### src/rtl/tmr_pkg.sv
package tmr_pkg;
    localparam int CNT_W = 16;
    localparam int DW    = 8;
    localparam int AW    = 3;
    localparam int NFLAG = 3;
    localparam int SYNC_STAGES = 2;

    localparam int F_GA  = 0;
    localparam int F_GB  = 1;
    localparam int F_WRP = 2;

    localparam logic [AW-1:0] ADR_STAT = 3'd0;
    localparam logic [AW-1:0] ADR_RSVD = 3'd1;
    localparam logic [AW-1:0] ADR_CNTL = 3'd2;
    localparam logic [AW-1:0] ADR_CNTH = 3'd3;
    localparam logic [AW-1:0] ADR_GRAL = 3'd4;
    localparam logic [AW-1:0] ADR_GRAH = 3'd5;
    localparam logic [AW-1:0] ADR_GRBL = 3'd6;
    localparam logic [AW-1:0] ADR_GRBH = 3'd7;

    localparam logic GR_CMP = 1'b0;
    localparam logic GR_CAP = 1'b1;

    typedef struct packed {
        logic          wr;
        logic          rd;
        logic [AW-1:0] addr;
        logic [DW-1:0] data;
    } bus_req_t;

    function automatic logic [CNT_W-1:0] put_byte(input logic [CNT_W-1:0] v,
                                                  input logic hi,
                                                  input logic [DW-1:0] b);
        return hi ? {b, v[DW-1:0]} : {v[CNT_W-1:DW], b};
    endfunction

    function automatic logic [DW-1:0] get_byte(input logic [CNT_W-1:0] v,
                                               input logic hi);
        return hi ? v[CNT_W-1:DW] : v[DW-1:0];
    endfunction
endpackage

### src/rtl/tmr_counter.sv
module tmr_counter
    import tmr_pkg::*;
(
    input  logic             clk,
    input  logic             rst,
    input  logic             en,
    input  logic             down,
    input  logic             ld_lo,
    input  logic             ld_hi,
    input  logic [DW-1:0]    wdata,
    output logic [CNT_W-1:0] cnt,
    output logic             wrap
);
    localparam logic [CNT_W-1:0] TOP = '1;
    localparam logic [CNT_W-1:0] BOT = '0;

    logic loading;
    assign loading = ld_lo | ld_hi;
    assign wrap    = en && !loading && (down ? (cnt == BOT) : (cnt == TOP));

    always_ff @(posedge clk) begin
        if (rst)        cnt <= '0;
        else if (ld_lo) cnt <= put_byte(cnt, 1'b0, wdata);
        else if (ld_hi) cnt <= put_byte(cnt, 1'b1, wdata);
        else if (en)    cnt <= down ? cnt - 1'b1 : cnt + 1'b1;
    end

    p_hold_r12: assert property (@(posedge clk) disable iff (rst)
        (!en && !loading) |=> $stable(cnt));
    p_wrap_up_r3: assert property (@(posedge clk) disable iff (rst)
        (en && !loading && !down && cnt == TOP) |=> cnt == BOT);
    p_wrap_dn_r4: assert property (@(posedge clk) disable iff (rst)
        (en && !loading && down && cnt == BOT) |=> cnt == TOP);
endmodule

### src/rtl/tmr_genreg.sv
module tmr_genreg
    import tmr_pkg::*;
(
    input  logic             clk,
    input  logic             rst,
    input  logic             mode,
    input  logic             cap_in,
    input  logic             wr_lo,
    input  logic             wr_hi,
    input  logic [DW-1:0]    wdata,
    input  logic [CNT_W-1:0] cnt,
    output logic [CNT_W-1:0] gr,
    output logic             hit
);
    logic [SYNC_STAGES:0] sh;
    logic                 rise;

    always_ff @(posedge clk) begin
        if (rst) sh <= '0;
        else     sh <= {sh[SYNC_STAGES-1:0], cap_in};
    end

    assign rise = sh[SYNC_STAGES-1] & ~sh[SYNC_STAGES];
    assign hit  = (mode == GR_CAP) ? rise : (cnt == gr);

    always_ff @(posedge clk) begin
        if (rst) gr <= '0;
        else if (mode == GR_CAP) begin
            if (rise) gr <= cnt;
        end else if (wr_lo) gr <= put_byte(gr, 1'b0, wdata);
        else if (wr_hi)     gr <= put_byte(gr, 1'b1, wdata);
    end

    p_capture_load_r6: assert property (@(posedge clk) disable iff (rst)
        (mode == GR_CAP && rise) |=> gr == $past(cnt));
    p_cap_write_block_r11: assert property (@(posedge clk) disable iff (rst)
        (mode == GR_CAP && !rise) |=> $stable(gr));
endmodule

### src/rtl/tmr_status.sv
module tmr_status
    import tmr_pkg::*;
(
    input  logic             clk,
    input  logic             rst,
    input  logic [NFLAG-1:0] set,
    input  logic             rd_stat,
    input  logic             wr_stat,
    input  logic [NFLAG-1:0] wbits,
    output logic [NFLAG-1:0] flags
);
    logic [NFLAG-1:0] arm_q;

    for (genvar i = 0; i < NFLAG; i++) begin : g_flag
        logic clr;
        assign clr = wr_stat && !wbits[i] && arm_q[i];

        always_ff @(posedge clk) begin
            if (rst) begin
                flags[i] <= 1'b0;
                arm_q[i] <= 1'b0;
            end else begin
                if (set[i])   flags[i] <= 1'b1;
                else if (clr) flags[i] <= 1'b0;

                if (clr)                       arm_q[i] <= 1'b0;
                else if (rd_stat && flags[i])  arm_q[i] <= 1'b1;
            end
        end

        p_set_wins_r10: assert property (@(posedge clk) disable iff (rst)
            set[i] |=> flags[i]);
        p_noarm_hold_r8: assert property (@(posedge clk) disable iff (rst)
            (flags[i] && !arm_q[i]) |=> flags[i]);
        p_arm_used_r9: assert property (@(posedge clk) disable iff (rst)
            (wr_stat && !wbits[i] && arm_q[i]) |=> !arm_q[i]);
    end
endmodule

### src/rtl/tmr_chan_top.sv
module tmr_chan_top
    import tmr_pkg::*;
(
    input  logic          clk,
    input  logic          rst,
    input  logic          cnt_en,
    input  logic          cnt_down,
    input  logic          mode_a,
    input  logic          mode_b,
    input  logic          cap_a,
    input  logic          cap_b,
    input  logic [2:0]    bus_addr,
    input  logic          bus_wr,
    input  logic          bus_rd,
    input  logic [7:0]    bus_wdata,
    output logic [7:0]    bus_rdata
);
    bus_req_t         req;
    logic [CNT_W-1:0] cnt, gra, grb;
    logic             wrap, hit_a, hit_b;
    logic [NFLAG-1:0] flags, set;

    assign req = '{wr: bus_wr, rd: bus_rd, addr: bus_addr, data: bus_wdata};

    tmr_counter u_cnt (
        .clk(clk), .rst(rst), .en(cnt_en), .down(cnt_down),
        .ld_lo(req.wr && req.addr == ADR_CNTL),
        .ld_hi(req.wr && req.addr == ADR_CNTH),
        .wdata(req.data), .cnt(cnt), .wrap(wrap)
    );

    tmr_genreg u_gra (
        .clk(clk), .rst(rst), .mode(mode_a), .cap_in(cap_a),
        .wr_lo(req.wr && req.addr == ADR_GRAL),
        .wr_hi(req.wr && req.addr == ADR_GRAH),
        .wdata(req.data), .cnt(cnt), .gr(gra), .hit(hit_a)
    );

    tmr_genreg u_grb (
        .clk(clk), .rst(rst), .mode(mode_b), .cap_in(cap_b),
        .wr_lo(req.wr && req.addr == ADR_GRBL),
        .wr_hi(req.wr && req.addr == ADR_GRBH),
        .wdata(req.data), .cnt(cnt), .gr(grb), .hit(hit_b)
    );

    always_comb begin
        set        = '0;
        set[F_GA]  = hit_a;
        set[F_GB]  = hit_b;
        set[F_WRP] = wrap;
    end

    tmr_status u_stat (
        .clk(clk), .rst(rst), .set(set),
        .rd_stat(req.rd && req.addr == ADR_STAT),
        .wr_stat(req.wr && req.addr == ADR_STAT),
        .wbits(req.data[NFLAG-1:0]), .flags(flags)
    );

    always_comb begin
        case (req.addr)
            ADR_STAT: bus_rdata = {{(DW-NFLAG){1'b1}}, flags};
            ADR_RSVD: bus_rdata = '0;
            ADR_CNTL: bus_rdata = get_byte(cnt, 1'b0);
            ADR_CNTH: bus_rdata = get_byte(cnt, 1'b1);
            ADR_GRAL: bus_rdata = get_byte(gra, 1'b0);
            ADR_GRAH: bus_rdata = get_byte(gra, 1'b1);
            ADR_GRBL: bus_rdata = get_byte(grb, 1'b0);
            default:  bus_rdata = get_byte(grb, 1'b1);
        endcase
    end

    p_unused_ones_r1: assert property (@(posedge clk) disable iff (rst)
        (bus_addr == ADR_STAT) |-> bus_rdata[7:3] == 5'h1F);
    p_set_b_r5: assert property (@(posedge clk) disable iff (rst)
        (mode_b == GR_CMP && cnt == grb) |=> bus_addr != ADR_STAT || bus_rdata[F_GB]);
endmodule

### config.mk
export PLATFORM = sky130hd
export DESIGN_NAME = tmr_chan_top
export DESIGN_NICKNAME = d
export VERILOG_FILES = /design/src/rtl/tmr_pkg.sv /design/src/rtl/tmr_counter.sv /design/src/rtl/tmr_genreg.sv /design/src/rtl/tmr_status.sv /design/src/rtl/tmr_chan_top.sv
export SDC_FILE = /design/constraint.sdc
export NUM_CORES = 1
export LEC_CHECK = 0
export BUFFER_PORTS_ARGS = -buffer_cell sky130_fd_sc_hd__buf_2
export CORE_MARGIN = 10
export CORE_UTILIZATION = 60
export CTS_CLUSTER_DIAMETER = 30
export DETAILED_ROUTE_END_ITERATION = 8
export PLACE_DENSITY = 0.85
export SYNTH_ARGS = -nofsm -noshare
export SYNTH_HDL_FRONTEND = slang
export SYNTH_SLANG_ARGS = --single-unit
### constraint.sdc
create_clock -name clk -period 2.8 [get_ports clk]
set_input_delay 0.7 -clock clk [delete_from_list [all_inputs] [get_ports clk]]
set_output_delay 0.7 -clock clk [all_outputs]
set_load 0.01 [all_outputs]
Word-level counts from Yosys, hierarchy flattened
Index checks and enable logic that the tools add are counted.
- bits in registers: 60
- input port bits: 21
- add/subtract/negate cells: 2
- equal/unequal tests: 15
- multiplexer cells: 22
- bitwise gates (word level): 6
- reduce and logical (&&, ||, !) cells: 43
- operator list (operator ; count):
    $mux W16 ; 11
    $pmux W8 S7 ; 1
    $eq A16 B16 Y1 ; 2
    $logic_and A1 B1 Y1 ; 19
    $reduce_bool A2 Y1 ; 9
    $add A16 B1 Y16 const B ; 1
    $eq A16 B16 Y1 const B ; 1
    $logic_not A16 Y1 ; 1
    $sub A16 B1 Y16 const B ; 1
    $eq A3 B3 Y1 const B ; 4
    $mux W1 ; 9
    $mux W8 ; 1
    $reduce_and A2 Y1 ; 4
    $eq A3 B2 Y1 const B ; 2
    $ne A2 B1 Y1 const B ; 3
    $reduce_and A3 Y1 ; 2
    $reduce_or A2 Y1 ; 3
    $logic_not A1 Y1 ; 4
    $ne A2 B2 Y1 const B ; 2
    $eq A3 B1 Y1 const B ; 1
    $logic_not A3 Y1 ; 1
    $not A1 Y1 ; 3
    $and A1 B1 Y1 ; 2
    $or A1 B1 Y1 ; 1

Logic depth before layout (Yosys ltp)
Gate-level depths: netlist of run 1.
- word-level depth: 7
- gate-level depth with buffers: 9
- gate-level depth less buffers: 8

Modules after synthesis
Synthesis of run 1 repeated with hierarchy kept, for this count alone.
- cells, all modules: 527
- area total of the unflattened synthesis: 4425.5 sq um
- modules (own cells, without submodules) (module ; instances ; cells each ; area an instance (sq um) ; sequential area each (sq um)):
    tmr_genreg ; 2 ; 106 ; 1007.2 ; 380.4
    tmr_counter ; 1 ; 201 ; 1567.8 ; 320.3
    tmr_chan_top ; 1 ; 86 ; 534.3 ; 0.0
    tmr_status ; 1 ; 28 ; 309.0 ; 120.1

Worst setup path after synthesis of run 1
No wires, ideal clock.
- kind: input -> output
- start point: input bus_addr[2]
- end point: output bus_rdata[5]
- data arrival time: 1.907 ns
- required time: 2.100 ns
- setup slack: 0.193 ns
- stages: 6
- path buffers: 2
- cell sequence: buf_4 -> clkbuf_1 -> nand2_1 -> a221oi_1 -> o21ai_0 -> a21oi_1
- longest elaborated chain between the ends: 2
- ends and longest elaborated chain (item ; line ; RTL):
    from (decl) ; tmr_chan_top.sv:12 ; input logic [2:0] bus_addr,
    $eq A3 B3 Y1 (tied with other cells) ; tmr_chan_top.sv:61 ; case (req.addr)
    $pmux W8 S7 (*) ; tmr_chan_top.sv:61 ;
    to (decl) ; tmr_chan_top.sv:16 ; output logic [7:0] bus_rdata
Mark *: on every way between the ends. The rest lies on a longest branch, timed or not.

Worst setup path after layout of run 1
- start point: input bus_addr[2]
- end point: output bus_rdata[7]
Same word-level chain as after synthesis.

==> metrics, run 1 <==
number of warnings reported in the yosys synthesis log 0; vias in the first global route roughly 4200; final global-route overflow total 0; Post-Route Skew ~0.011 ns; Finished Layout Cells 671; number of nets in the layout just over 600; startpoint type of the worst setup path primary input; FF-to-FF End u_cnt.cnt[13]; total track usage a little under a quarter; most frequent standard cell in the layout excluding fill and tap cells nor2_1; Synth async-reset ratio 0%; reported max-cap violation count 0; Least-Margin Pin Slew about 0.84 ns; number of instances in the synthesized netlist 548; total number of H-tree levels 3; relative slew slack between 40% and 50%; reg2reg start u_cnt.cnt[3]; power per standard cell area roughly 570 nW/um^2; setup repair after global routing missed its margin no; total via count after detailed routing roughly 4400; Static Leak approximately 0.002 uW; wirelength, routed 13000 um; I/O pins 29; post-synthesis to final-layout area growth 11.8%; post-synthesis register bit count 60; type of element capturing the critical path primary output; data required time of the worst path 2.10 ns; largest vdd supply drop about 0.00036 V; count of cells along the worst register-to-register path 8; antenna violations before repair 2; Synth cell types 57; Clk Latency, worst-skew pair roughly 0.36 ns; Antenna Nets Post-Route 0; buffer levels on the longest clock path 2; CTS tree done; Worst Hold Depth 1; hold violation total from the final report 0; proportion of synthesized chip area in sequential cells 28.3%; Crit Path Max Fanout 17; average wire length per cell after detail routing 19.4 um; mapped cell area approximately 4200 sq um; R2R setup slack approximately 0.47 ns; portion of the clock cycle consumed by the worst path in the final layout 94.6%; Die Area between 10000 and 15000 sq um; number of enable-type register cells in the synthesized netlist 0; worst min-delay path class reg -> reg; Filler Cells Inserted a little under 600; run status completed; CTS buffer count 9; wire length of the first global-routing pass 21600 um; combined area of the multi-input logic cells about 2800 sq um; clock slew at reported path FFs roughly 0.060 ns; initial cell density of the core approximately 62%; Vias/cell ~6.5; total area of sequential cells ~1200 sq um; number of placed instances, taps included between 600 and 700; placed cell area roughly 4500 sq um; worst setup path category in -> out; width of the die between 100 and 150 um; GP Congestion roughly 0.98; count of endpoints failing setup in the final report 0; PortBufs 28; number of iterations in the first detailed-routing pass 5; number of placement rows 30; HPWL reported at the end of detailed placement roughly 9500 um; most frequently used flop master after synthesis dfxtp_1; end of the worst hold path u_gra.sh[1]; residual DRC count 0; data arrival time of the worst path between 1.5 and 2 ns; max-slew violation total from the final report 0; CORE AREA between 6000 and 7000 sq um; hold bufs inserted after CTS 0; hold wc startpoint u_gra.sh[0]; time the worst path needs with I/O delays and setup between 2 and 3 ns; root buffer cell clkbuf_8; top achievable clock speed 377 MHz; leading cell types in the layout, fill and taps excluded nor2_1 (68), dfxtp_1 (60), nand2_1 (41); TritonCTS Sinks 60; post-synth net total just under 600; Final Total Pwr 2690 uW; largest net degree at the start of global routing ~40; fraction of final layout cells sized beyond drive strength 1 roughly 17%; number of DRC markers after the initial detailed-route iteration 462; mean post-synth cell area 7.75 sq um; final total negative setup slack 0 ns; Finished Cell Area ~4700 sq um; die height around 100 um
-- flip-flops by register name, summed over array words and instances, names as in the netlist --
name / count
u_stat.arm_q: 3
u_cnt.cnt: 16
u_gra.gr: 16
u_stat.flags: 3
u_grb.sh: 3
u_grb.gr: 16
u_gra.sh: 3
-- routing by layer --
| metal | GRT usage, % | routed length [um] | vias up |
|---|---|---|---|
| met2 | 35.9 | 5790 | 263 |
| met3 | 4.77 | 1350 | 60 |
| met4 | 11.6 | 493 | 0 |
| li1 | - | - | 2034 |
| met5 | 0 | 0 | - |
| met1 | 31.6 | 5410 | 2008 |
-- synthesized netlist by cell type (3+ instances only) --
cell       n  area (sq um)
mux2_2     4          45.0
or3_1      3          18.8
nand4_1   11          68.8
buf_1      4          15.0
nand2_1   41           154
nand3_1    8          40.0
inv_1      6          22.5
dfxtp_1   60          1200
nand3b_1   6          45.0
xor2_1    27           236
nor2b_1    8          50.1
o21ai_0   26           130
buf_2      5          25.0
nor3_1    14          70.1
ha_1      14           175
a211oi_1  29           218
and3_1     4          25.0
mux2i_1   14           140
xnor2_1   17           149
a21o_1    10          75.1
o21ai_1   17          85.1
or4_1      3          22.5
a21oi_1   38           190
nor2_1    68           255
nor4_1     9          56.3
o22ai_1    6          37.5
a31oi_1    8          50.1
a22oi_1   11          82.6
clkbuf_1  37           139
-- timing repair --
action                     CTS  global route
setup buffers                0             0
gates resized for setup      0             2
setup endpoints to repair    0             2
-- cells by family (layout without fill, tap and decap cells) --
kind of cell               Yosys count  in the layout  share of synthesized area, %
AOI/OAI and AO/OA                  171            171                          27.0
xor gates and xnor gates            44             44                          9.07
adders and majority gates           15             15                          4.60
buffers and inverters               56             81                          5.54
DFF                                 60             60                          28.3
muxes                               20             20                          5.42
other                                0              2                             0
and+or+nand+nor                    182            182                          20.1
-- how the worst max path moves through the flow --
stage / start / endpoint / slack (ns) / depth (start not counted)
6_report: bus_addr[2] / bus_rdata[7] / 0.15 / 7
5_1_grt: bus_addr[2] / bus_rdata[7] / 0.05 / 7
4_1_cts: bus_addr[2] / bus_rdata[7] / 0.10 / 6
3_5_place_dp: cnt_down / u_cnt.cnt[13] / 0.01 / 9
3_3_place_gp: cnt_down / u_cnt.cnt[13] / 0.1 / 9
2_1_floorplan: bus_addr[2] / bus_rdata[5] / 0.19 / 6
-- worst max-delay path, stage by stage --
cell,delay [ns]
clkbuf_4,0.21
nand2_1,0.15
nor2_1,0.05
a221oi_1,0.30
o21ai_0,0.15
a21oi_1,0.21
buf_2,0.17
-- power breakdown --
group	internal [uW]	switching [uW]	total [uW]	leakage, uW
registers	910	86.3	996	0.000491
logic	345	469	814	0.00138
clock network	521	359	880	0.000113
total	1780	915	2690	0.00198
-- layout make-up --
cell class / count / area share (%)
flip-flops and latches: 60 / 25.3
repair buffers: 58 / 7.75
multi-input cells: 432 / 59.2
clock inverters: 5 / 1.58
clock buffers: 11 / 2.98
well taps: 96 / 2.53
inverters: 7 / 0.553
diodes: 2 / 0.105
-- stage by stage --
stage / hold slack, ns / setup slack (ns) / utilization, %
2_1_floorplan: 0.414 / 0.193 / -
3_3_place_gp: 0.424 / 0.0952 / 66.2
3_5_place_dp: 0.430 / 0.0142 / 66.2
4_1_cts: 0.457 / 0.103 / 69.4
5_1_grt: 0.473 / 0.0454 / 69.5
6_report: 0.452 / 0.150 / 69.5
(Power assumes the default switching activity.)
==> run 2, diff against run 1 <==
--- a/config.mk
+++ b/config.mk
@@ -10,7 +10,9 @@
 export CORE_UTILIZATION = 60
 export CTS_CLUSTER_DIAMETER = 30
 export DETAILED_ROUTE_END_ITERATION = 8
+export HOLD_SLACK_MARGIN = 0.05
 export PLACE_DENSITY = 0.85
+export RECOVER_POWER = 50
 export SYNTH_ARGS = -nofsm -noshare
 export SYNTH_HDL_FRONTEND = slang
 export SYNTH_SLANG_ARGS = --single-unit
==> run 2 against run 1 <==
The flow now finishes with violations (max-capacitance violations, max-slew violations). Clock-buffer cell count is the same. Critical endpoint unchanged. Power shrank 0.16%. Final cell count stayed put. First-iteration DRC count fell by 5.4%.
==> metrics, run 2 (synthesized netlist as in run 1, its figures left out) <==
run status finished, violations left; violations in the final reports max-capacitance violations, max-slew violations; wirelength, routed around 13000 um; Gate power share a little under a third; CORE AREA 6830 sq um; Crit Path Max Fanout 17; Largest regs u_cnt.cnt x16, u_gra.gr x16, u_grb.gr x16; residual DRC count 0; Finished Core Util 69.4%; largest vdd supply drop approximately 0.00036 V; Antenna Nets Post-Route 0; number of nets in the layout ~600; placed cell area around 4500 sq um; setup repair after global routing missed its margin no; worst min-delay path class reg -> reg; slowest library cell on the worst path a221oi_1; Static Leak between 0.0015 and 0.002 uW; number of gates resized after CTS 0; Switching Power around 910 uW; initial cell density of the core a little over 60%; number of setup buffers added after CTS 0; buffer levels on the longest clock path 2; clock power share about 33%; post-synthesis to final-layout area growth 11.6%; number of iterations in the first detailed-routing pass 6; HPWL reported at the end of detailed placement about 9500 um; root buffer cell clkbuf_8; Vias/cell between 6 and 7; hold wc startpoint u_gra.sh[0]; leading cell types in the layout, fill and taps excluded nor2_1 (68), dfxtp_1 (60), nand2_1 (41); vias in the first global route approximately 4200; most frequent standard cell in the layout excluding fill and tap cells nor2_1; wire length of the first global-routing pass between 20000 and 25000 um; relative slew slack -31.9%; Clk Latency, worst-skew pair approximately 0.36 ns; proportion of total power due to net switching between 30% and 40%; Finished Layout Cells 671; worst setup path category in -> out; launching element of the worst setup path bus_addr[2]; Least-Margin Pin Slew about 2.0 ns; cell internal pwr 1780 uW; hold violation total from the final report 0; width of the die around 100 um; top achievable clock speed roughly 380 MHz; die height roughly 100 um; total via count after detailed routing approximately 4400; Die Area roughly 11000 sq um; R2R setup slack between 0.4 and 0.5 ns; total track usage a little under a quarter; total number of H-tree levels 3; sequential share of power between 30% and 40%; fraction of final layout cells sized beyond drive strength 1 between 10% and 20%; clock slew at reported path FFs ~0.060 ns; TritonCTS Sinks 60; Post-Route Skew 0.00920 ns; antenna violations before repair 2; final total negative setup slack 0 ns; average wire length per cell after detail routing ~19 um; number of placed instances, taps included roughly 650; data arrival time of the worst path about 2.0 ns; reg2reg start u_cnt.cnt[3]; count of endpoints failing setup in the final report 0; power per standard cell area ~570 nW/um^2; max-slew violation total from the final report ~40; CTS buffer count 9; portion of the clock cycle consumed by the worst path in the final layout 94.8%; GP Congestion approximately 0.98; hold bufs inserted after CTS 0; time the worst path needs with I/O delays and setup around 2.7 ns; reported max-cap violation count 1; startpoint type of the worst setup path primary input; type of element capturing the critical path primary output; CTS tree done; PortBufs 28; number of placement rows 30; final global-route overflow total 0; Finished Cell Area about 4700 sq um; Final Total Pwr 2690 uW; data required time of the worst path between 2 and 2.5 ns; I/O pins 29; largest net degree at the start of global routing 41; number of DRC markers after the initial detailed-route iteration ~440; chain of cells forming the critical path clkbuf_4 -> nand2_1 -> nor2_1 -> a221oi_1 -> o21ai_0 -> a21oi_1 -> buf_2; largest incremental delay on the critical path 0.30 ns
[run 2: cell types whose count changed in the layout (fill, tap and decap cells not counted), sizes merged]
cell / before / now
buf: 57 / 54
clkbuf: 12 / 15
[run 2: cell type report]
type | instances | area, sq um
repair buffers | 58 | 359
clock inverters | 5 | 75.1
well taps | 96 | 120
fillers | 594 | 2090
flip-flops and latches | 60 | 1200
diodes | 2 | 5.00
clock buffers | 11 | 141
multi-input cells | 432 | 2810
inverters | 7 | 26.3
[run 2: worst max-delay path: cells and delay by family]
kind	cells	cell delay, ns
compound gates	3	0.66
buf+inv	2	0.38
simple gates	2	0.20
[run 2: power groups by stage]
stage,Combinational (uW),Sequential (uW),Clock (uW)
after floorplan,611,957,0
final,813,996,878
after global routing,890,1000,919
after global placement,773,1010,0
after CTS,796,992,879
after detailed placement,788,1010,0
[run 2: path summary, 6_finish.rpt]
| kind | endpoint | cells after the start |
|---|---|---|
| worst min register to register | u_gra.sh[1] | 1 |
| worst min-delay path | u_gra.sh[1] | 1 |
| worst max register to register | u_cnt.cnt[13] | 8 |
| worst max-delay path | bus_rdata[7] | 7 |
[run 2: metal layers]
layer	wire, um	part of all wire [%]	up-vias	track usage, %
met5	0	0	-	0
met4	374	2.9	0	11.6
met3	1300	10	41	4.77
met2	5900	45	262	35.9
met1	5450	42	2020	31.6
li1	-	-	2033	-
[run 2: metrics by stage]
step / setup WS (ns) / hold WS (ns)
3_5_place_dp: 0.0142 / 0.430
5_1_grt: 0.0454 / 0.473
4_1_cts: 0.103 / 0.457
6_report: 0.144 / 0.452
2_1_floorplan: 0.193 / 0.414
3_3_place_gp: 0.0952 / 0.424
